===== config.mk =====
export PLATFORM = sky130hd
export DESIGN_NAME = pkt_beat_track
export DESIGN_NICKNAME = d
export VERILOG_FILES = /design/src/rtl/pkt_len_chk_pkg.sv /design/src/rtl/pkt_beat_track.sv
export SDC_FILE = /design/constraint.sdc
export NUM_CORES = 1
export LEC_CHECK = 0
export BUFFER_PORTS_ARGS = -buffer_cell sky130_fd_sc_hd__buf_4
export CAP_MARGIN = 10
export CELL_PAD_IN_SITES_DETAIL_PLACEMENT = 1
export CELL_PAD_IN_SITES_GLOBAL_PLACEMENT = 1
export CORE_ASPECT_RATIO = 0.7
export CORE_MARGIN = 2
export CORE_UTILIZATION = 35
export CTS_BUF_LIST = sky130_fd_sc_hd__clkbuf_2 sky130_fd_sc_hd__clkbuf_4 sky130_fd_sc_hd__clkbuf_8
export CTS_CLUSTER_SIZE = 24
export DETAILED_ROUTE_END_ITERATION = 6
export PLACE_DENSITY = 0.69
export SLEW_MARGIN = 40
export SYNTH_ARGS = -nofsm -noshare
export SYNTH_HDL_FRONTEND = slang
export SYNTH_SLANG_ARGS = --single-unit

===== constraint.sdc =====
create_clock -name clk -period 7.2 [get_ports clk]
set_input_delay 0.72 -clock clk [delete_from_list [all_inputs] [get_ports clk]]
set_output_delay 0.72 -clock clk [all_outputs]
set_load 0.02 [all_outputs]

===== src/rtl/pkt_len_chk_pkg.sv =====
package pkt_len_chk_pkg;
   localparam int LEN_W      = 10;
   localparam int MAX_LEN    = 1 << LEN_W;
   localparam int FMT_4DW_B  = 29;
   localparam int FMT_DATA_B = 30;
   localparam int TYPE_HI_B  = 28;
   localparam int TYPE_LO_B  = 27;
   localparam logic [1:0] MSG_CODE = 2'b10;

   typedef struct packed {
      logic len;
      logic sop;
      logic eop;
   } fault_t;
endpackage


===== src/rtl/pkt_beat_track.sv =====
module pkt_beat_track
   import pkt_len_chk_pkg::*;
#(
   parameter int CNT_W = 10
) (
   input  logic             clk,
   input  logic             rst_n,
   input  logic             in_valid,
   input  logic             in_sop,
   input  logic             in_eop,
   input  logic [CNT_W-1:0] new_exp,
   output fault_t           fault
);
   logic             open_q, open_n;
   logic             ovr_q, ovr_n;
   logic [CNT_W-1:0] cnt_q, cnt_n;
   logic [CNT_W-1:0] exp_q, exp_n;
   logic [CNT_W-1:0] nxt;

   always_comb begin
      open_n = open_q;
      ovr_n  = ovr_q;
      cnt_n  = cnt_q;
      exp_n  = exp_q;
      fault  = '0;
      nxt    = cnt_q + CNT_W'(1);
      if (in_valid) begin
         if (in_sop) begin
            fault.sop = open_q;
            if (in_eop) begin
               fault.len = (new_exp != CNT_W'(1));
               open_n    = 1'b0;
            end else begin
               open_n = 1'b1;
               cnt_n  = CNT_W'(1);
               exp_n  = new_exp;
               ovr_n  = 1'b0;
            end
         end else if (open_q) begin
            if (!ovr_q && (nxt > exp_q)) begin
               fault.len = 1'b1;
               ovr_n     = 1'b1;
            end
            if (!ovr_q)
               cnt_n = nxt;
            if (in_eop) begin
               if (nxt < exp_q)
                  fault.len = 1'b1;
               open_n = 1'b0;
            end
         end else if (in_eop) begin
            fault.eop = 1'b1;
         end
      end
   end

   always_ff @(posedge clk) begin
      if (!rst_n) begin
         open_q <= 1'b0;
         ovr_q  <= 1'b0;
         cnt_q  <= '0;
         exp_q  <= '0;
      end else begin
         open_q <= open_n;
         ovr_q  <= ovr_n;
         cnt_q  <= cnt_n;
         exp_q  <= exp_n;
      end
   end

   AST_CNT_CAPPED: assert property (@(posedge clk) disable iff (!rst_n)
      open_q |-> (cnt_q <= exp_q + CNT_W'(1)));
   AST_IDLE_QUIET: assert property (@(posedge clk) disable iff (!rst_n)
      !in_valid |-> (fault == '0));
   AST_HOLD_IDLE: assert property (@(posedge clk) disable iff (!rst_n)
      !in_valid |=> ($stable(cnt_q) && $stable(open_q)));
   AST_OVR_ONCE: assert property (@(posedge clk) disable iff (!rst_n)
      (open_q && ovr_q && !in_sop) |-> !fault.len);
endmodule


* Word level (Yosys, flattened, before mapping)
Index checks and enable logic that the tools add are counted.
** Storage, ports and cells
- Register bits after elaboration :: 22
- Latch bits :: 0
- RAM bits :: 0
- Bits in read-only memories :: 0
- Output and inout bits :: 3
- Word-level logic and storage cells :: 40
- Memories kept :: 0
** Operators by class
- $add $sub $neg :: 1
- Multiply operators :: 0
- Divide/modulo/power cells :: 0
- Magnitude comparators :: 2
- Equality and inequality tests :: 3
- Shift-type cells :: 0
- Mux-type cells :: 22
- Bitwise gates (word level) :: 1
- Reduce and logical (&&, ||, !) cells :: 7
** Operator list (number)
- $mux W10 :: 4
- $mux W1 :: 17
- $add A10 B1 Y10 const B :: 1
- $gt A10 B10 Y1 :: 1
- $lt A10 B10 Y1 :: 1
- $ne A10 B1 Y1 const B :: 1
- $reduce_and A4 Y1 :: 2
- $ne A2 B2 Y1 const B :: 2
- $reduce_bool A2 Y1 :: 2
- $mux W3 :: 1
- $reduce_and A3 Y1 :: 1
- $logic_and A1 B1 Y1 :: 1
- $logic_not A1 Y1 :: 1
- $not A1 Y1 :: 1

* Depth between registers and ports, before layout
Gate-level depths: netlist of run 1.
- Depth after elaboration :: 9
- Depth in mapped cells :: 10
- Gate-level depth less buffers :: 10

* Worst setup path after synthesis of run 1
No wires, ideal clock.
- Path kind :: flip-flop to output port
- Start point :: reg cnt_q[0]
- End point :: out fault[2] (netlist name)
- Arrival :: 2.544 ns
- Required time :: 6.480 ns
- Setup slack :: 3.936 ns
- Stages on the path, launching flop included :: 11
- Buffers on the path :: 0
- Cells stage by stage :: dfxtp_1 ha_1 and3_1 nand3_1 xnor2_1 ha_1 nand4_1 a211oi_2 a2111oi_2 mux2_1 o211a_1
** RTL lines
- start, declared :: line pkt_beat_track.sv:16 : logic [CNT_W-1:0] cnt_q, cnt_n;
- start signal, assigned :: line pkt_beat_track.sv:66 : cnt_q <= cnt_n;
- end, declared :: line pkt_beat_track.sv:12 : output fault_t fault

==> results of run 1 <==
[worst max path at each step]
stage	from	cells past startpoint	slack, ps	to
finish	cnt_q[0]	11	3310	fault[2]
floorplan	cnt_q[0]	10	3940	fault[2]
global route	cnt_q[0]	11	2960	fault[2]
global placement	cnt_q[0]	11	3670	fault[2]
detailed placement	cnt_q[0]	11	3590	fault[2]
CTS	cnt_q[0]	11	3290	fault[2]
[final cells by class]
cell class	count	share of cell area (%)
Sequential cell	22	27.8
Timing Repair Buffer	17	8.05
Multi-Input combinational cell	120	54.6
Clock buffer	3	2.60
Tap cell	52	4.10
Inverter	12	2.84
[power groups by stage]
stage | Clock, uW | Sequential, uW | Combinational, uW
6_report | 74.5 | 127 | 39.4
5_1_grt | 85.2 | 128 | 43.8
4_1_cts | 79.5 | 127 | 39.6
3_5_place_dp | 0 | 130 | 39.6
3_3_place_gp | 0 | 130 | 37.8
2_1_floorplan | 0 | 129 | 26.5
[kinds of logic (layout without fill, tap and decap cells)]
| logic type | after synthesis | in the layout | synth area share (%) |
|---|---|---|---|
| adders and majority gates | 11 | 11 | 9.92 |
| and+or+nand+nor | 60 | 60 | 24.3 |
| AOI/OAI and AO/OA | 30 | 30 | 15.1 |
| xor gates and xnor gates | 8 | 8 | 5.05 |
| muxes | 11 | 11 | 8.03 |
| DFF | 22 | 22 | 31.7 |
| buffers and inverters | 18 | 32 | 5.86 |
[cells in the mapped netlist (4+ instances only)]
cell type   n
nand3_1     5
inv_1      12
xnor2_1     4
mux2i_1    10
a21oi_1     4
o21ai_1     7
xor2_1      4
nand2_1     7
dfxtp_1    22
nor2b_1    16
ha_1       11
a21boi_1    4
a22oi_1     4
nor2_1     11
[registers in the layout, summed over array words and instances, names as in the netlist]
name	count
exp_q	10
cnt_q	10
ovr_q	1
open_q	1
[tightest hold or removal path, delay by kind of cell (launching register included)]
| family | cells | cell delay [ps] |
|---|---|---|
| and+or+nand+nor | 1 | 90 |
| muxes | 1 | 70 |
| DFF | 1 | 330 |
[stage by stage]
stage               total power (uW)  utilization (%)  area, um2
finish                           241             41.2       1590
global route                     257             41.2       1590
CTS                              246             41.2       1590
detailed placement               170             40.1       1540
global placement                 168             40.1       1540
floorplan                        156                -       1390
[per-layer routing]
layer | vias to the layer above | track usage (%) | part of all wire [%]
met5 | - | 0 | 0
met1 | 563 | 24.2 | 52
met4 | 0 | 3.45 | 0.48
li1 | 589 | - | -
met3 | 2 | 4.02 | 4.3
met2 | 20 | 24.8 | 43
==> results.md, run 1 <==
- Final hold vios: 0
- Switching Fraction: 24.9%
- H-tree depth: 1
- Area grow syn2layout: 14.2%
- Pre-Repair DR Iteration Count: 4
- Critical hold path startpoint: exp_q[3]
- Post-CTS setup buffer count: 0
- Fillers: 486
- Tightest Pin Transition: 726 ps
- Antenna violations before repair: 0
- Area of the multi-input gates: 866 um2
- Initial Utilization: 36.0%
- Vias per cell: 5.19
- Worst Reg-to-Reg Cells: 10
- Top_reg_cell synth: dfxtp_1
- Synth cell types: 39
- Setup CP Type: flip-flop to output port
- Synth Area per Inst: just under 9 um2
- WP buf/inv: 1
- Relative slew slack: around half
- CTS max path bufs: 2
- Period utilization: 54.0%
- Avg WL per Cell: 14.9 um
- Final wirelength: 3360 um
- Delay of the slowest critical-path stage: 450 ps
- # DRC: 0
- Data arrival, critical path: 3170 ps
- Core ar.: 3850 um2
- 1st-iter DRT viols: 39
- Worst Hold End: exp_q[3]
- Height of the chip: 56.7 um
- Post-detail-place hpwl: 2640 um
- Critical Path RT: 6480 ps
- Setup TNS: 0 ps
- Worst-path clk slew: 70 ps
- P per Cell Area: 152 nW/um2
- TritonCTS clock tree: done
- Placed cell count: 223
- Standard-cell rows: 19
- Reg2reg setup slack: ~4500 ps
- Fin worst setup slack: between 3000 and 4000 ps
- Synthesized instance count: 160
- Post-synth EDFFs: 0
- # clock sinks: 22
- RSZ-0062 raised after global routing: no
- HP Class: flip-flop to flip-flop
- Num CTS Buffers: 3
- Flop pwr share: 52.8%
- Share of the synthesized area in the top cell type: a little under a third
- Root Buffer: clkbuf_8
- Grt total ovfl: 0
- Clk_skew: roughly 1.3 ps
- Syn_nets: 186
- Register area share after synthesis: 31.7%
- Min-Delay Path Depth: 2
- Slowest stage cell on the critical path: dfxtp_1
- Startpoint Class: flip-flop
- Max IR drop VDD: roughly 110 uV
- Area contributors post-synth: dfxtp_1 32%, ha_1 9.9%, mux2i_1 7.2%
- Cts hold-fix bufs: 0
- Clock power share: 30.9%
- Commonest non-fill, non-tap cell in the layout: dfxtp_1
- Final Non-Filler Cells: about 230
- Post-DRT Antenna Nets: 0
- CP most frequent cell: ha_1
- Vias in the first global route: 1176
- Number of synthesized register bits: 22
- Leading area contributor after synthesis: dfxtp_1
- Post-layout min period: 3890 ps
- Cell Area, Synth: 1390 um2
- Die area: 4490 um2
- Die X-Extent: 79.3 um
- Ant diodes: 0
- Layout cell share with drive strength beyond 1: 14.9%
- Crit path cell chain: ha_1 > and3_1 > nand3_1 > xnor2_1 > ha_1 > nand4_1 > a211oi_2 > a2111oi_2 > mux2_1 > o211a_1 > buf_4
- Largest net degree at the start of global routing: 23
- Worst R2R End: ovr_q
- Static Leak: 0.000696 uW
- Status: finished, final reports clean
- Final hold slack: between 500 and 600 ps
- Crit end category: output port
- Gpl congestion: 0.791
- Final nets: 202
- Delay-heaviest family, CP: compound AO/OA/AOI/OAI gates
- Max Slew Vio Count: 0
- Placement Setup Slack: approximately 3600 ps
- Fmax: around 0.26 GHz
- Post-synth ARST share: 0%
- Syn. warnings: 0
- Port bufs: 17
- First-pass GRT wire length: 5730 um
- I/O pins: 18
- Most frequent cells in the layout: 22 x dfxtp_1, 17 x buf_4, 16 x nor2b_1, 12 x inv_1
- CTS resizes: 0
- Total track usage: 16.6%
- # Max-Cap Violations: 0
- Gate power share: 16.3%
- Clock latency on the worst-skew pair: about 260 ps
- Power Internal: ~180 uW
- Routed via count: 1174
- FF-to-FF Start: cnt_q[0]
- Max Fanout on Critical Path: 6
- Setup Viol. Count Final: 0
- Register area: 440 um2
- Sw power: 59.9 uW
Note: power is estimated with default switching activity, not from simulation.
==> run 2: changes to the inputs <==
--- a/config.mk
+++ b/config.mk
@@ -15,7 +15,7 @@
 export CTS_BUF_LIST = sky130_fd_sc_hd__clkbuf_2 sky130_fd_sc_hd__clkbuf_4 sky130_fd_sc_hd__clkbuf_8
 export CTS_CLUSTER_SIZE = 24
 export DETAILED_ROUTE_END_ITERATION = 6
-export PLACE_DENSITY = 0.69
+export PLACE_DENSITY = 0.72
 export SLEW_MARGIN = 40
 export SYNTH_ARGS = -nofsm -noshare
 export SYNTH_HDL_FRONTEND = slang
==> constraint.sdc (replaced) <==
create_clock -name clk -period 3.5 [get_ports clk]
set_input_delay 0.35 -clock clk [delete_from_list [all_inputs] [get_ports clk]]
set_output_delay 0.35 -clock clk [all_outputs]
set_load 0.02 [all_outputs]
==> results.md, run 2 (synthesis gave the netlist of run 1 again) <==
- Port bufs: 17 (unchanged)
- Max IR drop VDD: 128 uV (was 109 uV)
- FF-to-FF Start: cnt_q[0] (unchanged)
- Setup CP Type: flip-flop to output port (unchanged)
- I/O pins: 18 (unchanged)
- Avg WL per Cell: 15.1 um (was 14.9 um)
- Most frequent cells in the layout: 18 x buf_4, 17 x dfxtp_1, 16 x nor2b_1, 12 x inv_1 (was 22 x dfxtp_1, 17 x buf_4, 16 x nor2b_1, 12 x inv_1)
- Met2 usage in global routing: 28.1% (was 24.8%)
- Post-DRT Antenna Nets: 0 (unchanged)
- First-pass GRT wire length: 5980 um (was 5730 um)
- Commonest non-fill, non-tap cell in the layout: buf_4 (was dfxtp_1)
- Vias in the first global route: 1250 (was 1176)
- HP Class: primary input to flip-flop (was flip-flop to flip-flop)
- Total track usage: 17.1% (was 16.6%)
- Die X-Extent: 79.3 um (unchanged)
- Ant diodes: 0 (unchanged)
- H-tree depth: 1 (unchanged)
- Final hold vios: 0 (unchanged)
- Final core utilization: 43.7% (was 41.2%)
- # DRC: 0 (unchanged)
- Pre-Repair DR Iteration Count: 4 (unchanged)
- Critical Path RT: 3150 ps (was 6480 ps)
- Setup TNS: 0 ps (unchanged)
- Initial Utilization: 36.0% (unchanged)
- Fin worst setup slack: 131 ps (was 3310 ps)
- Max Slew Vio Count: 0 (unchanged)
- Final wirelength: 3450 um (was 3360 um)
- # clock sinks: 22 (unchanged)
- Reg2reg setup slack: 910 ps (was 4460 ps)
- Period utilization: a little over nine tenths
- Static Leak: 0.000728 uW (was 0.000696 uW)
- Core ar.: 3850 um2 (unchanged)
- Root Buffer: clkbuf_8 (unchanged)
- Tightest Pin Transition: 723 ps (was 726 ps)
- M3 GR Usage: 4.50% (was 4.02%)
- Post-layout min period: 3370 ps
- Die area: 4490 um2 (unchanged)
- Clk_skew: 6.63 ps (was 1.34 ps)
- P per Cell Area: 316 nW/um2 (was 152 nW/um2)
- Worst R2R End: ovr_q (unchanged)
- Top Registers: cnt_q: 10 flops, exp_q: 10 flops (unchanged)
- Height of the chip: 56.7 um (unchanged)
- Status: finished, final reports clean (unchanged)
- Largest net degree at the start of global routing: 23 (unchanged)
- GR Util met1: 22.6% (was 24.2%)
- Data arrival, critical path: 3020 ps (was 3170 ps)
- Worst-path clk slew: 80 ps (was 70 ps)
- Max Fanout on Critical Path: 6 (unchanged)
- Setup Viol. Count Final: 0 (unchanged)
- Layout cell share with drive strength beyond 1: 22.7% (was 14.9%)
- RSZ-0062 raised after global routing: no (unchanged)
- Routed via count: 1180 (was 1174)
- Relative slew slack: 51.7% (was 51.4%)
- 1st-iter DRT viols: 28 (was 39)
- Crit end category: output port (unchanged)
- Fmax: 0.297 GHz
- Startpoint Class: flip-flop (unchanged)
- Setup crit start: cnt_q[0] (unchanged)
- Clock latency on the worst-skew pair: 270 ps (was 260 ps)
- # Max-Cap Violations: 0 (unchanged)
- Vias per cell: 5.18 (was 5.19)
- CTS max path bufs: 2 (unchanged)
- Num CTS Buffers: 3 (unchanged)
- Worst Reg-to-Reg Cells: 10 (unchanged)
- Placement Setup Slack: 204 ps (was 3590 ps)
- GRT busiest layer: met2 (unchanged)
- Post-detail-place hpwl: 2650 um (was 2640 um)
- Standard-cell rows: 19 (unchanged)
- Final nets: 203 (was 202)
- Area grow syn2layout: 21.3% (was 14.2%)
- Antenna violations before repair: 0 (unchanged)
- CP endpoint: fault[2] (unchanged)
- Grt total ovfl: 0 (unchanged)
- Cts hold-fix bufs: 0 (unchanged)
- Gpl congestion: 0.810 (was 0.791)
- TritonCTS clock tree: done (unchanged)
[run 2: what timing repair did]
item                       CTS  global route
buffers inserted             0             1
setup endpoints to repair    1             1
gates resized for setup      4            13
pin swaps                    1             4
[run 2: critical path, cell delays in order, from the launching register on]
cell and delay, ps:
dfxtp_4 410, ha_4 180, and3_4 210, nand3_1 140
xnor2_2 180, ha_1 300, nand4_1 140, inv_1 100
a2111oi_4 390, mux2_1 370, o211a_1 210, buf_4 150
[run 2: power by group]
part | switching, uW | leakage [uW] | internal, uW | total, uW
registers | 5.98 | 0.000181 | 255 | 261
clock network | 85.7 | 0.0000288 | 100 | 186
logic | 42.9 | 0.000518 | 41.3 | 84.3
[run 2: metrics by stage]
| step | power, uW | instance area [um2] | cells | hold slack, ps |
|---|---|---|---|---|
| CTS | 534 | 1610 | 227 | 348 |
| detailed placement | 349 | 1540 | 223 | 520 |
| finish | 532 | 1680 | 228 | 347 |
| global placement | 345 | 1540 | 223 | 501 |
| global route | 560 | 1680 | 228 | 346 |
| floorplan | 320 | 1390 | 160 | 486 |
[run 2: worst min path at each step]
| stage | slack [ps] | to | cells after the start | startpoint |
|---|---|---|---|---|
| 3_5_place_dp | 520 | exp_q[8] | 2 | exp_q[8] |
| 5_1_grt | 350 | exp_q[4] | 3 | new_exp[4] |
| 6_report | 350 | exp_q[4] | 3 | new_exp[4] |
| 4_1_cts | 350 | exp_q[4] | 3 | new_exp[4] |
| 3_3_place_gp | 500 | exp_q[5] | 2 | exp_q[5] |
| 2_1_floorplan | 490 | exp_q[1] | 2 | exp_q[1] |
[run 2: layout make-up]
cell class,instances,area [um2]
clock buffers,4,55.1
fillers,466,2170
inverters,12,45.0
multi-input cells,120,931
flip-flops and latches,22,452
well taps,52,65.1
repair buffers,18,135
[run 2: layer usage]
layer,share of wire (%),vias up
met1,49,567
met3,3.9,2
li1,-,593
met2,47,18
met4,0.67,0
met5,0,-
